[config.mk]
export PLATFORM = sky130hd
export DESIGN_NAME = victim_buffer
export DESIGN_NICKNAME = d
export VERILOG_FILES = /design/src/rtl/vb_pkg.sv /design/src/rtl/vb_datapath.sv /design/src/rtl/vb_ctrl.sv /design/src/rtl/victim_buffer.sv
export SDC_FILE = /design/constraint.sdc
export NUM_CORES = 1
export LEC_CHECK = 0
export BUFFER_PORTS_ARGS = -buffer_cell sky130_fd_sc_hd__buf_2
export CORE_ASPECT_RATIO = 0.5
export CORE_UTILIZATION = 30
export CTS_BUF_LIST = sky130_fd_sc_hd__clkbuf_2
export DETAILED_ROUTE_END_ITERATION = 8
export PLACE_DENSITY = 0.54
export SLEW_MARGIN = 20
export SYNTH_ARGS = -nofsm -noshare
export SYNTH_HDL_FRONTEND = slang
export SYNTH_HIERARCHICAL = 1
export SYNTH_SLANG_ARGS = --single-unit
[constraint.sdc]
create_clock -name clk -period 22.6 [get_ports clk]
set_input_delay 2.26 -clock clk [delete_from_list [all_inputs] [get_ports clk]]
set_output_delay 2.26 -clock clk [all_outputs]
set_load 0.005 [all_outputs]
[src/rtl/vb_pkg.sv]
package vb_pkg;
  // strobes from control to datapath
  typedef struct packed {
    logic flush;    // clear all valid bits
    logic wrEn;     // write one entry
    logic wrValid;  // valid value written (0 = take the entry out)
  } vbStrobe_t;
endpackage

[src/rtl/vb_datapath.sv]
module vb_datapath
  import vb_pkg::*;
#(
  parameter int ENTRIES = 4,
  parameter int ADDR_W  = 27,
  parameter int DATA_W  = 256,
  localparam int IDX_W  = (ENTRIES > 1) ? $clog2(ENTRIES) : 1
) (
  input  logic              clk,
  input  logic              rst_n,
  input  vbStrobe_t         strobe,
  input  logic [ENTRIES-1:0] wrSel,
  input  logic [ADDR_W-1:0] wrAddr,
  input  logic [DATA_W-1:0] wrData,
  input  logic [ADDR_W-1:0] lkAddr,
  input  logic [IDX_W-1:0]  rdIdx,
  output logic [ENTRIES-1:0] matchVec,
  output logic [ENTRIES-1:0] validVec,
  output logic [DATA_W-1:0] rdData
);
  logic [ADDR_W-1:0] tagArr  [ENTRIES];
  logic [DATA_W-1:0] dataArr [ENTRIES];

  for (genvar g = 0; g < ENTRIES; g++) begin : gEntry
    always_ff @(posedge clk or negedge rst_n) begin
      if (!rst_n)
        validVec[g] <= 1'b0;
      else if (strobe.flush)
        validVec[g] <= 1'b0;
      else if (strobe.wrEn && wrSel[g])
        validVec[g] <= strobe.wrValid;
    end

    always_ff @(posedge clk) begin
      if (!strobe.flush && strobe.wrEn && wrSel[g] && strobe.wrValid) begin
        tagArr[g]  <= wrAddr;
        dataArr[g] <= wrData;
      end
    end

    assign matchVec[g] = validVec[g] && (tagArr[g] == lkAddr);
  end

  always_comb begin
    rdData = '0;
    for (int i = 0; i < ENTRIES; i++)
      if (rdIdx == IDX_W'(i)) rdData = dataArr[i];
  end
endmodule

[src/rtl/vb_ctrl.sv]
module vb_ctrl
  import vb_pkg::*;
#(
  parameter int ENTRIES = 4,
  localparam int IDX_W  = (ENTRIES > 1) ? $clog2(ENTRIES) : 1
) (
  input  logic              clk,
  input  logic              rst_n,
  input  logic              flushAll,
  input  logic              lkValid,
  input  logic              evValid,
  input  logic [ENTRIES-1:0] matchVec,
  input  logic [ENTRIES-1:0] validVec,
  output logic              hit,
  output logic [IDX_W-1:0]  hitIdx,
  output vbStrobe_t         strobe,
  output logic [ENTRIES-1:0] wrSel
);
  logic [IDX_W-1:0] rrPtr;
  logic [IDX_W-1:0] freeIdx;
  logic [IDX_W-1:0] wrIdx;
  logic             anyFree;
  logic             doReplace;

  always_comb begin
    hitIdx  = '0;
    freeIdx = '0;
    for (int i = ENTRIES - 1; i >= 0; i--) begin
      if (matchVec[i])  hitIdx  = IDX_W'(i);
      if (!validVec[i]) freeIdx = IDX_W'(i);
    end
  end

  assign hit       = lkValid && (|matchVec);
  assign anyFree   = ~(&validVec);
  assign doReplace = !hit && evValid && !anyFree;

  always_comb begin
    strobe.flush   = flushAll;
    strobe.wrEn    = hit || evValid;
    strobe.wrValid = hit ? evValid : 1'b1;
    if (hit)          wrIdx = hitIdx;
    else if (anyFree) wrIdx = freeIdx;
    else              wrIdx = rrPtr;
    wrSel = {{(ENTRIES-1){1'b0}}, 1'b1} << wrIdx;
  end

  always_ff @(posedge clk or negedge rst_n) begin
    if (!rst_n)
      rrPtr <= '0;
    else if (!flushAll && doReplace)
      rrPtr <= (rrPtr == IDX_W'(ENTRIES - 1)) ? '0 : rrPtr + 1'b1;
  end
endmodule

[src/rtl/victim_buffer.sv]
module victim_buffer
  import vb_pkg::*;
#(
  parameter int ENTRIES = 4,
  parameter int ADDR_W  = 27,
  parameter int DATA_W  = 256,
  localparam int IDX_W  = (ENTRIES > 1) ? $clog2(ENTRIES) : 1
) (
  input  logic              clk,
  input  logic              rst_n,
  input  logic              flushAll,
  input  logic              lkValid,
  input  logic [ADDR_W-1:0] lkAddr,
  output logic              lkHit,
  output logic [IDX_W-1:0]  lkHitIdx,
  output logic [DATA_W-1:0] lkHitData,
  input  logic              evValid,
  input  logic [ADDR_W-1:0] evAddr,
  input  logic [DATA_W-1:0] evData
);
  vbStrobe_t          strobe;
  logic [ENTRIES-1:0] wrSel;
  logic [ENTRIES-1:0] matchVec;
  logic [ENTRIES-1:0] validVec;

  vb_ctrl #(.ENTRIES(ENTRIES)) u_ctrl (
    .clk(clk), .rst_n(rst_n), .flushAll(flushAll),
    .lkValid(lkValid), .evValid(evValid),
    .matchVec(matchVec), .validVec(validVec),
    .hit(lkHit), .hitIdx(lkHitIdx), .strobe(strobe), .wrSel(wrSel)
  );

  vb_datapath #(.ENTRIES(ENTRIES), .ADDR_W(ADDR_W), .DATA_W(DATA_W)) u_dp (
    .clk(clk), .rst_n(rst_n), .strobe(strobe), .wrSel(wrSel),
    .wrAddr(evAddr), .wrData(evData), .lkAddr(lkAddr), .rdIdx(lkHitIdx),
    .matchVec(matchVec), .validVec(validVec), .rdData(lkHitData)
  );
endmodule

==> out/qor.yml, run 1 <==
outcome:
  outcome: "completed"
place:
  io_buffers: 573
  dpl.hpwl_mm: 64.31
  placed_area_um2: 46890
  place_inst: 4045
  gp_congestion: 0.8136
floorplan:
  start_util: 0.3043
  die_area_um2: 141500
  rows: 96
  die_x_um: 530.9
  die_h_um: 266.5
  core_area_um2: 137900
  ios: 574
min_path:
  hold_path.class: "register to register"
power_and_ir_drop:
  cellPowerDensity_nw_per_um2: 78.36
  total_power_mw: 3.861
  power_leakage_nw: 16.16
  max-vdd-ir-drop_v: 0.00003091
synthesis:
  synth_cell_types: 38
  ys_ff_latch: 1138
  yosysWarnings: 6
  netlist_area_um2: 41960
  ys_seq_area_frac: 0.8137
  synth_flop_cell: "edfxtp_1"
  synthCells: 1675
  synth_edf_count: 1132
  avgSynthCellArea_um2: 25.05
  ys_async_sr_fraction: 0.005272
  syn_nets: 1991
routing:
  remaining_drc_errors: 0
  wl_per_cell_um: 22.82
  dr.pass1.iters: 5
  drt_iter0_drc: 1307
  viasPerCell: 4.484
  routed_wl_mm: 102.6
  ant_nets: 0
  num_vias: 20150
flow_run:
  drv_cap: 0
layout:
  fin_util: 0.3573
  finalNetCount: 2771
  final_cell_mix: "1132 x edfxtp_1, 573 x buf_2, 375 x clkbuf_2, 256 x mux4_2, 107 x xnor2_1"
  area_delta_synth_final_pct: 17.43
  multiInputGateArea_um2: 7323
  nFillCells: 13050
  postLayoutCellArea_um2: 49270
  final_cells: 4494
  layout.area.seq_um2: 34140
  layout_commonest_cell: "edfxtp_1"
  drive_gt1_frac: 0.4855
worst_setup_path:
  endpoint: "lkHitData[250]"
  path_max_fanout: 105
  crit_start: "lkAddr[0]"
  reg2reg_setup_slack_ns: 16.54
  worstPathRequired_ns: 20.34
  worstSetupEndpointType: "primary output"
  ff2ff_path_depth: 11
  cp.arrival_ns: 7.44
  r2r_start: "u_dp/tagArr[0][9]$_DFFE_PP_"
  rr_endpoint: "u_dp/dataArr[2][222]$_DFFE_PP_"
  worstSetupPathType: "primary input to primary output"
  crit_path_start_kind: "primary input"
cts:
  post_cts_buffers: 0
  clkSlewWorstSetupHoldPaths_ns: 0.10
  cts.path.max_buffers: 4
  postCtsHoldBufs: 0
  cts_root_buf: "clkbuf_2"
  htreeDepth: 5
  numCtsBuffers: 270
  ctsResizeCount: 0
  cts_tree: "yes"
  clk_latency_ns: 1.31
  cts_sinks: 1138
timing:
  fmax_ghz: 0.1031
  slew_viol_final: 0
  worstMarginPinSlew_ns: 1.057
  period_minus_slack_ns: 9.702
  setup_tns_ns: 0
  rsz0062_at_grt: "no"
  fin_crit_sh: 0.4293
  slew_headroom: 0.2952
  finalSetupViolCount: 0
  fin_worst_skew_ns: 0.1864
  hold_viol: 0
global_route:
  antenna_found_initial: 59
  grt_pass1_vias: 21340
  gr-total-overflow: 0
  grt_pass1_wl_mm: 145.0
  grt_start_max_net_pins: 127
  grt_use_total: 0.1411
[stage by stage]
step                worst slack [ns]  hold slack [ns]
finish                         12.90           0.6049
global route                   12.42           0.6108
CTS                            12.72           0.5534
detailed placement             12.72           0.5790
global placement               12.81           0.5662
floorplan                      11.08           0.5305
[final cells by class]
cell class	instances	area share
antenna	18	0.0009141
multi-input combinational	448	0.1486
clock inverter	56	0.009370
tap	1862	0.04728
clock buffer	375	0.03809
sequential	1138	0.6929
timing repair buffer	594	0.06242
inverter	3	0.0003809
[report_power, final]
group	internal [mW]	leakage [nW]	switching, mW
combinational	0.0629	4.03	0.0919
sequential	2.37	10.4	0.00991
clock	0.533	1.77	0.797
total	2.96	16.2	0.899
[logic make-up after synthesis]
logic type,after synthesis,share of synthesized area
DFF,1138,0.8137
muxes,258,0.1379
xor gates and xnor gates,108,0.02272
buffers and inverters,89,0.01214
and+or+nand+nor,68,0.01041
AOI/OAI and AO/OA,13,0.002803
adders and majority gates,1,0.0002981
[flip-flops by register name, summed over array words and instances (netlist names)]
signal	count
u_ctrl/rrPtr	2
u_dp/dataArr	1024
u_dp/tagArr	108
u_dp/validVec	4
[Yosys cell counts, types with 3 or more instances]
master / n / area share
edfxtp_1: 1132 / 0.81
clkbuf_2: 10 / 0.0012
dfrtp_1: 6 / 0.0036
and2_1: 4 / 0.00060
nor2_1: 3 / 0.00027
buf_4: 14 / 0.0025
or4_1: 4 / 0.00072
xnor2_1: 107 / 0.022
buf_6: 11 / 0.0030
nor4_2: 4 / 0.0012
nand2_1: 12 / 0.0011
buf_1: 23 / 0.0021
mux4_2: 256 / 0.14
clkbuf_1: 6 / 0.00054
buf_2: 22 / 0.0026
a21oi_1: 4 / 0.00048
nand4_1: 28 / 0.0042
nand3_1: 4 / 0.00048
[layer usage]
metal | part of all wire | vias up | track usage
met2 | 0.56 | 611 | 0.2624
li1 | - | 8800 | -
met4 | 0.043 | 2 | 0.07040
met1 | 0.36 | 10470 | 0.1504
met5 | 0.00011 | - | 0
met3 | 0.042 | 272 | 0.03070
[worst min-delay path by stage]
stage / cells past startpoint / endpoint / from
detailed placement: 1 / u_ctrl/rrPtr[1]$_DFFE_PN0P_ / u_ctrl/rrPtr[1]$_DFFE_PN0P_
global placement: 1 / u_ctrl/rrPtr[1]$_DFFE_PN0P_ / u_ctrl/rrPtr[1]$_DFFE_PN0P_
finish: 1 / u_ctrl/rrPtr[1]$_DFFE_PN0P_ / u_ctrl/rrPtr[1]$_DFFE_PN0P_
floorplan: 2 / u_dp/validVec[2]$_DFFE_PN0P_ / u_dp/validVec[2]$_DFFE_PN0P_
global route: 1 / u_dp/validVec[3]$_DFFE_PN0P_ / rst_n
CTS: 1 / u_dp/validVec[3]$_DFFE_PN0P_ / rst_n
[critical path: stages]
cell      delay [ns]
buf_2           0.14
xnor2_1         0.17
nand4_1         0.15
or4_1           0.62
nor4_2          0.58
o21bai_1        0.36
inv_8           0.67
buf_12          0.75
buf_4           0.83
mux4_2          0.60
buf_2           0.14
Note: power is estimated with default switching activity, not from simulation.
==> run 2: changes to the inputs <==
ABC_AREA = 1   (was not set)
clock period = 10.2 ns   (was 22.6 ns; I/O delays follow)
==> out/qor.yml, run 2 <==
layout:
  postLayoutCellArea_um2: 53320  # was 49270 µm²
  reg_top3: "u_dp/dataArr (1024), u_dp/tagArr (108), u_dp/validVec (4)"  # unchanged
  drive_gt1_frac: 0.2367  # was 0.4855
  largest_register_ffs: 1024  # unchanged
  finalNetCount: 4510  # was 2771
  final_cell_mix: "1132 x edfxtp_1, 1119 x nand2_1, 573 x buf_2, 389 x clkbuf_2, 289 x dlygate4sd3_1"  # was 1132 x edfxtp_1, 573 x buf_2, 375 x clkbuf_2, 256 x mux4_2, 107 x xnor2_1
  top_register: "u_dp/dataArr"  # unchanged
  layout_commonest_cell: "edfxtp_1"  # unchanged
  fin_util: 0.3777  # was 0.3573
  final_cells: 6269  # was 4494
  area_delta_synth_final_pct: 23.85  # was 17.43%
floorplan:
  die_area_um2: 145100  # was 141500 µm²
  ios: 574  # unchanged
  core_area_um2: 141100  # was 137900 µm²
  die_x_um: 537.7  # was 530.9 µm
  start_util: 0.3050  # was 0.3043
  rows: 97  # was 96
  die_h_um: 269.9  # was 266.5 µm
min_path:
  hold_path.class: "primary input to register"  # was register to register
  hold_start: "evValid"  # was u_ctrl/rrPtr[1]$_DFFE_PN0P_
place:
  dpl.hpwl_mm: 74.19  # was 64.31 mm
  io_buffers: 573  # unchanged
  gp_congestion: 0.8518  # was 0.8136
  placed_area_um2: 47910  # was 46890 µm²
  pre_cts_slack_ns: 3.422  # was 12.72 ns
  place_inst: 5511  # was 4045
global_route:
  grt_pass1_vias: 29080  # was 21340
  grt_start_max_net_pins: 145  # was 127
  grt_use_total: 0.1690  # was 0.1411
  antenna_found_initial: 20  # was 59
  gr-total-overflow: 0  # unchanged
  grt_pass1_wl_mm: 183.9  # was 145.0 mm
worst_setup_path:
  crit_family: "buffers and inverters"  # unchanged
  ff2ff_path_depth: 21  # was 11
  reg2reg_setup_slack_ns: 5.17  # was 16.54 ns
  max_stage_delay_ns: 0.99  # was 0.83 ns
  crit_cells: 16  # was 11
  crit_buf_inv: 5  # unchanged
  crit_path_start_kind: "register"  # was primary input
  r2r_start: "u_dp/tagArr[2][2]$_DFFE_PP_"  # was u_dp/tagArr[0][9]$_DFFE_PP_
  rr_endpoint: "u_dp/dataArr[2][236]$_DFFE_PP_"  # was u_dp/dataArr[2][222]$_DFFE_PP_
  endpoint: "lkHitData[2]"  # was lkHitData[250]
  crit_chain: "nand2_1 > nand2_1 > nor2_1 > nand2_1 > nor2_1 > nand2_1 > nor2_1 > nor2_2 > o21ai_0 > inv_1 > inv_8 > buf_4 > buf_4 > nand3_1 > nand4_1 > buf_2"  # was buf_2 > xnor2_1 > nand4_1 > or4_1 > nor4_2 > o21bai_1 > inv_8 > buf_12 > buf_4 > mux4_2 > buf_2
  worstPathRequired_ns: 9.18  # was 20.34 ns
  path_max_fanout: 114  # was 105
  slowest_stage: "buf_4"  # unchanged
  cp.arrival_ns: 6.38  # was 7.44 ns
  worstSetupEndpointType: "primary output"  # unchanged
  crit_start: "u_dp/tagArr[1][14]$_DFFE_PP_"  # was lkAddr[0]
  worst_path_most_repeated_cell: "nand2_1"  # was buf_2
  worstSetupPathType: "register to primary output"  # was primary input to primary output
synthesis:
  yosys-top-cells-area: "edfxtp_1 79%, nand2_1 9.8%, nand4_1 3.7%"  # was edfxtp_1 81%, mux4_2 14%, xnor2_1 2.2%
  ys_ff_latch: 1138  # unchanged
  synthCells: 3171  # was 1675
  yosysWarnings: 6  # unchanged
  avgSynthCellArea_um2: 13.58  # was 25.05 µm²
  ys_async_sr_fraction: 0.005272  # unchanged
  synth.top_cell.area_share: 0.7896  # was 0.8101
  synth_area_leader_cell: "edfxtp_1"  # unchanged
  syn_nets: 3487  # was 1991
  yosysMostFrequentCell: "edfxtp_1"  # unchanged
  synth_cell_types: 25  # was 38
  ys_seq_area_frac: 0.7930  # was 0.8137
  synth.top_cells.by_count: "1132 x edfxtp_1, 1119 x nand2_1, 262 x nand3_1"  # was 1132 x edfxtp_1, 256 x mux4_2, 107 x xnor2_1
  netlist_area_um2: 43050  # was 41960 µm²
  synth_edf_count: 1132  # unchanged
  synth_flop_cell: "edfxtp_1"  # unchanged
timing:
  hold_viol: 0  # unchanged
  slew_viol_final: 0  # unchanged
  fmax_ghz: 0.1352
  period_minus_slack_ns: 7.398
  worstMarginPinSlew_ns: 1.152  # was 1.057 ns
  setup_tns_ns: 0  # unchanged
  setup_slack_ns: 2.802  # was 12.90 ns
  slew_headroom: 0.2317  # was 0.2952
  finalSetupViolCount: 0  # unchanged
  rsz0062_at_grt: "no"  # unchanged
  fin_worst_skew_ns: 0.1935  # was 0.1864 ns
  fin_crit_sh: 0.7253
cts:
  cts.path.max_buffers: 4  # unchanged
  clk_latency_ns: 1.32  # was 1.31 ns
  cts_root_buf: "clkbuf_2"  # unchanged
  cts_tree: "yes"  # unchanged
  cts_sinks: 1138  # unchanged
  ctsResizeCount: 0  # unchanged
  numCtsBuffers: 273  # was 270
  clkSlewWorstSetupHoldPaths_ns: 0.11  # was 0.10 ns
  htreeDepth: 5  # unchanged
routing:
  viasPerCell: 4.596  # was 4.484
  ant_nets: 0  # unchanged
  dr.pass1.iters: 6  # was 5
  routed_wl_mm: 126.6  # was 102.6 mm
  drt_iter0_drc: 1761  # was 1307
  num_vias: 28810  # was 20150
  wl_per_cell_um: 20.19  # was 22.82 µm
  remaining_drc_errors: 0  # unchanged
power_and_ir_drop:
  cellPowerDensity_nw_per_um2: 166.0  # was 78.36 nW/µm²
  max-vdd-ir-drop_v: 0.00007444  # was 0.00003091 V
  power_leakage_nw: 19.84  # was 16.16 nW
flow_run:
  drv_cap: 0  # unchanged
outcome:
  outcome: "completed"  # unchanged
-- run 2: cell count changes after synthesis, moves of 105 or more --
cell / delta
mux4_2: -256
nand4_1: +228
inv_1: +140
nand2_1: +1107
buf_2: +105
nand3_1: +258
-- run 2: worst min-delay path by stage --
| stage | depth (start not counted) | end |
|---|---|---|
| 4_1_cts | 7 | u_ctrl/rrPtr[1]$_DFFE_PN0P_ |
| 2_1_floorplan | 2 | u_ctrl/rrPtr[1]$_DFFE_PN0P_ |
| 6_report | 7 | u_ctrl/rrPtr[1]$_DFFE_PN0P_ |
| 5_1_grt | 2 | u_dp/dataArr[3][116]$_DFFE_PP_ |
| 3_3_place_gp | 2 | u_ctrl/rrPtr[1]$_DFFE_PN0P_ |
| 3_5_place_dp | 2 | u_ctrl/rrPtr[1]$_DFFE_PN0P_ |
-- run 2: routing by layer --
layer  part of all wire  vias up  track usage
met5            0.00010        -            0
met4              0.050        2      0.09214
met3              0.046      285      0.03094
met2               0.52      884       0.2995
met1               0.38    14140       0.1924
li1                   -    13500            -
-- run 2: kinds of logic after synthesis --
group           count (synthesis)  synth area share
simple gates                 1724            0.1737
flops                        1138            0.7930
buf+inv                       287           0.02929
compound gates                 12          0.001860
xor+xnor                        9          0.001831
fa+ha+maj                       1         0.0002906
-- run 2: layout make-up --
cell class	instances	area (µm²)
diodes	16	40.04
well taps	1881	2354
fillers	13630	87830
clock buffers	389	1947
repair buffers	890	6058
inverters	145	569.3
flip-flops and latches	1138	34140
multi-input cells	1746	7679
clock inverters	64	529.3
-- run 2: through the flow --
step	power, mW	hold slack, ns
CTS	8.979	0.1477
detailed placement	5.775	0.4987
finish	8.849	0.3495
floorplan	5.579	0.4681
global placement	5.765	0.4882
global route	9.243	0.2291
-- run 2: where the power goes --
part / switching (mW) / internal [mW] / total (mW)
Combinational: 0.277 / 0.197 / 0.474
Sequential: 0.0272 / 5.26 / 5.29
Clock: 1.82 / 1.27 / 3.09
-- run 2: what timing repair did --
action / 4_1_cts / 5_1_grt
hold buffers: 289 / 0
endpoints found under the hold margin: 1143 / 0
setup buffers: 0 / 0
-- run 2: worst min-delay path: stages --
cell	delay, ns
buf_2	0.08
inv_1	0.06
nor2_1	0.09
and2_1	0.15
nand2_1	0.08
nand2_1	0.06
nand2_1	0.04
==> run 3: changes to the inputs <==
ABC_AREA = 0   (was 1)
PLACE_DENSITY = 0.56   (was 0.54)
clock period = 6.4 ns   (was 10.2 ns; I/O delays follow)
==> out/qor.yml, run 3 (synthesis gave the netlist of run 1 again) <==
place:
  io_buffers: 573  # unchanged
  placed_area_um2: 47290  # was 47910 µm²
  dpl.hpwl_mm: 65.74  # was 74.19 mm
  gp_congestion: 0.7949  # was 0.8518
routing:
  viasPerCell: 4.409  # was 4.596
  num_vias: 21930  # was 28810
  drt_iter0_drc: 1305  # was 1761
  dr.pass1.iters: 5  # was 6
  wl_per_cell_um: 20.83  # was 20.19 µm
  remaining_drc_errors: 0  # unchanged
  ant_nets: 0  # unchanged
  routed_wl_mm: 103.6  # was 126.6 mm
min_path:
  hold_path.class: "primary input to register"  # unchanged
  hold_start: "evData[177]"  # was evValid
  whs_path_depth: 2  # was 7
  min_to: "u_dp/dataArr[2][177]$_DFFE_PP_"  # was u_ctrl/rrPtr[1]$_DFFE_PN0P_
outcome:
  outcome: "completed"  # unchanged
worst_setup_path:
  worstPathRequired_ns: 5.76  # was 9.18 ns
  worst_path_most_repeated_cell: "buf_12"  # was nand2_1
  crit_chain: "xnor2_1 > nand4_1 > or4_1 > nor4_2 > nor2_1 > nor3_2 > buf_12 > buf_12 > mux4_2 > buf_2"  # was nand2_1 > nand2_1 > nor2_1 > nand2_1 > nor2_1 > nand2_1 > nor2_1 > nor2_2 > o21ai_0 > inv_1 > inv_8 > buf_4 > buf_4 > nand3_1 > nand4_1 > buf_2
  max_stage_delay_ns: 0.56  # was 0.99 ns
  path_max_fanout: 57  # was 114
  cp.arrival_ns: 5.24  # was 6.38 ns
  crit_family: "simple AND/OR/NAND/NOR gates"  # was buffers and inverters
  crit_buf_inv: 3  # was 5
  r2r_start: "u_dp/tagArr[3][17]$_DFFE_PP_"  # was u_dp/tagArr[2][2]$_DFFE_PP_
  rr_endpoint: "u_dp/tagArr[3][13]$_DFFE_PP_"  # was u_dp/dataArr[2][236]$_DFFE_PP_
  ff2ff_path_depth: 9  # was 21
  crit_path_start_kind: "register"  # unchanged
  reg2reg_setup_slack_ns: 1.82  # was 5.17 ns
  slowest_stage: "or4_1"  # was buf_4
  worstSetupEndpointType: "primary output"  # unchanged
  worstSetupPathType: "register to primary output"  # unchanged
  crit_start: "u_dp/tagArr[3][17]$_DFFE_PP_"  # was u_dp/tagArr[1][14]$_DFFE_PP_
layout:
  final_cell_mix: "1132 x edfxtp_1, 573 x buf_2, 452 x dlygate4sd3_1, 394 x clkbuf_2, 256 x mux4_2"  # was 1132 x edfxtp_1, 1119 x nand2_1, 573 x buf_2, 389 x clkbuf_2, 289 x dlygate4sd3_1
  reg_top3: "u_dp/dataArr (1024), u_dp/tagArr (108), u_dp/validVec (4)"  # unchanged
  top_register: "u_dp/dataArr"  # unchanged
  layout_commonest_cell: "edfxtp_1"  # unchanged
  drive_gt1_frac: 0.4227  # was 0.2367
  largest_register_ffs: 1024  # unchanged
  finalNetCount: 3244  # was 4510
  fin_util: 0.3936  # was 0.3777
  postLayoutCellArea_um2: 54270  # was 53320 µm²
  area_delta_synth_final_pct: 29.34  # was 23.85%
timing:
  period_minus_slack_ns: 5.879
  fin_crit_sh: 0.9187
  fmax_ghz: 0.1701
  slew_headroom: 0.4914  # was 0.2317
  fin_worst_skew_ns: 0.2405  # was 0.1935 ns
  finalSetupViolCount: 0  # unchanged
  slew_viol_final: 0  # unchanged
  setup_tns_ns: 0  # unchanged
  worstMarginPinSlew_ns: 0.7566  # was 1.152 ns
  rsz0062_at_grt: "no"  # unchanged
  hold_viol: 0  # unchanged
power_and_ir_drop:
  max-vdd-ir-drop_v: 0.0001766  # was 0.00007444 V
  total_power_mw: 14.00  # was 8.849 mW
  power_leakage_nw: 18.32  # was 19.84 nW
  cellPowerDensity_nw_per_um2: 257.9  # was 166.0 nW/µm²
global_route:
  grt_use_total: 0.1438  # was 0.1690
  gr-total-overflow: 0  # unchanged
  grt_start_max_net_pins: 95  # was 145
  grt_pass1_wl_mm: 150.9  # was 183.9 mm
  grt_pass1_vias: 23820  # was 29080
  antenna_found_initial: 13  # was 20
floorplan:
  rows: 96  # was 97
  die_area_um2: 141500  # was 145100 µm²
  die_h_um: 266.5  # was 269.9 µm
  core_area_um2: 137900  # was 141100 µm²
  die_x_um: 530.9  # was 537.7 µm
  start_util: 0.3043  # was 0.3050
  ios: 574  # unchanged
flow_run:
  drv_cap: 0  # unchanged
cts:
  clkSlewWorstSetupHoldPaths_ns: 0.12  # was 0.11 ns
  cts_tree: "yes"  # unchanged
  clk_latency_ns: 1.33  # was 1.32 ns
  cts_root_buf: "clkbuf_2"  # unchanged
  cts_sinks: 1138  # unchanged
  numCtsBuffers: 269  # was 273
  cts.path.max_buffers: 4  # unchanged
  htreeDepth: 5  # unchanged
  ctsResizeCount: 0  # unchanged
-- run 3: cell count changes in the layout (fill, tap and decap cells not counted), moves of 16 or more --
cell,before,now
buf_12,7,23
dlygate4sd3_1,289,452
inv_1,141,1
mux4_2,0,256
nand2_1,1119,12
nand3_1,262,4
nand4_1,256,28
nor2_1,74,3
xnor2_1,9,107
-- run 3: metal layers --
metal,wire length [µm],global-route usage,vias to the layer above
met5,27,0,-
met4,4456,0.06875,4
met3,4093,0.03015,238
met2,56990,0.2651,546
met1,38030,0.1571,11380
li1,-,-,9758
-- run 3: power breakdown --
part | switching [mW] | internal, mW | total [mW] | leakage, nW
sequential | 0.0342 | 8.35 | 8.39 | 10.4
combinational | 0.384 | 0.412 | 0.796 | 6.09
clock | 2.85 | 1.96 | 4.81 | 1.86
total | 3.27 | 10.7 | 14.0 | 18.3
-- run 3: repair_timing --
item                                    CTS  global route
endpoints found under the hold margin  1181            14
hold buffers                            445             7
buffers inserted                          0             0
-- run 3: cell type report --
| class | count | area, µm² |
|---|---|---|
| Sequential cell | 1138 | 34140 |
| Timing Repair Buffer | 1068 | 8003 |
| Tap cell | 1862 | 2330 |
| Antenna cell | 5 | 12.51 |
| Fill cell | 12690 | 83620 |
| Clock inverter | 55 | 471.7 |
| Clock buffer | 394 | 1972 |
| Inverter | 3 | 18.77 |
| Multi-Input combinational cell | 448 | 7323 |
-- run 3: how the worst max path moves through the flow --
stage                                         endpoint  slack (ns)  cells after the start
after detailed placement                 lkHitData[73]        1.34                     10
after global placement                  lkHitData[184]        1.39                     10
final                                     lkHitData[3]        0.52                     10
after CTS                               lkHitData[200]        0.29                     10
after floorplan           u_dp/dataArr[0][0]$_DFFE_PP_       -0.30                     11
after global routing                      lkHitData[3]        0.10                     10
-- run 3: worst reg2reg max path, stage by stage, from the launching register on --
cell and delay (ns):
edfxtp_1 0.40, xnor2_1 0.24, nand4_1 0.14, or4_1 0.56, nor4_2 0.45, nor2_1 0.18
or4b_2 0.63, o32ai_1 0.27, and2_4 0.58, buf_4 0.56
-- run 3: through the flow --
stage                     setup slack [ns]  instances  hold WS, ns
after global placement               1.386       4067       0.4773
after detailed placement             1.343       4067       0.4771
after global routing                0.1018       4973     0.001164
final                               0.5206       4973       0.2159
after CTS                           0.2929       4961    0.0001484
after floorplan                    -0.3017       1675       0.3444
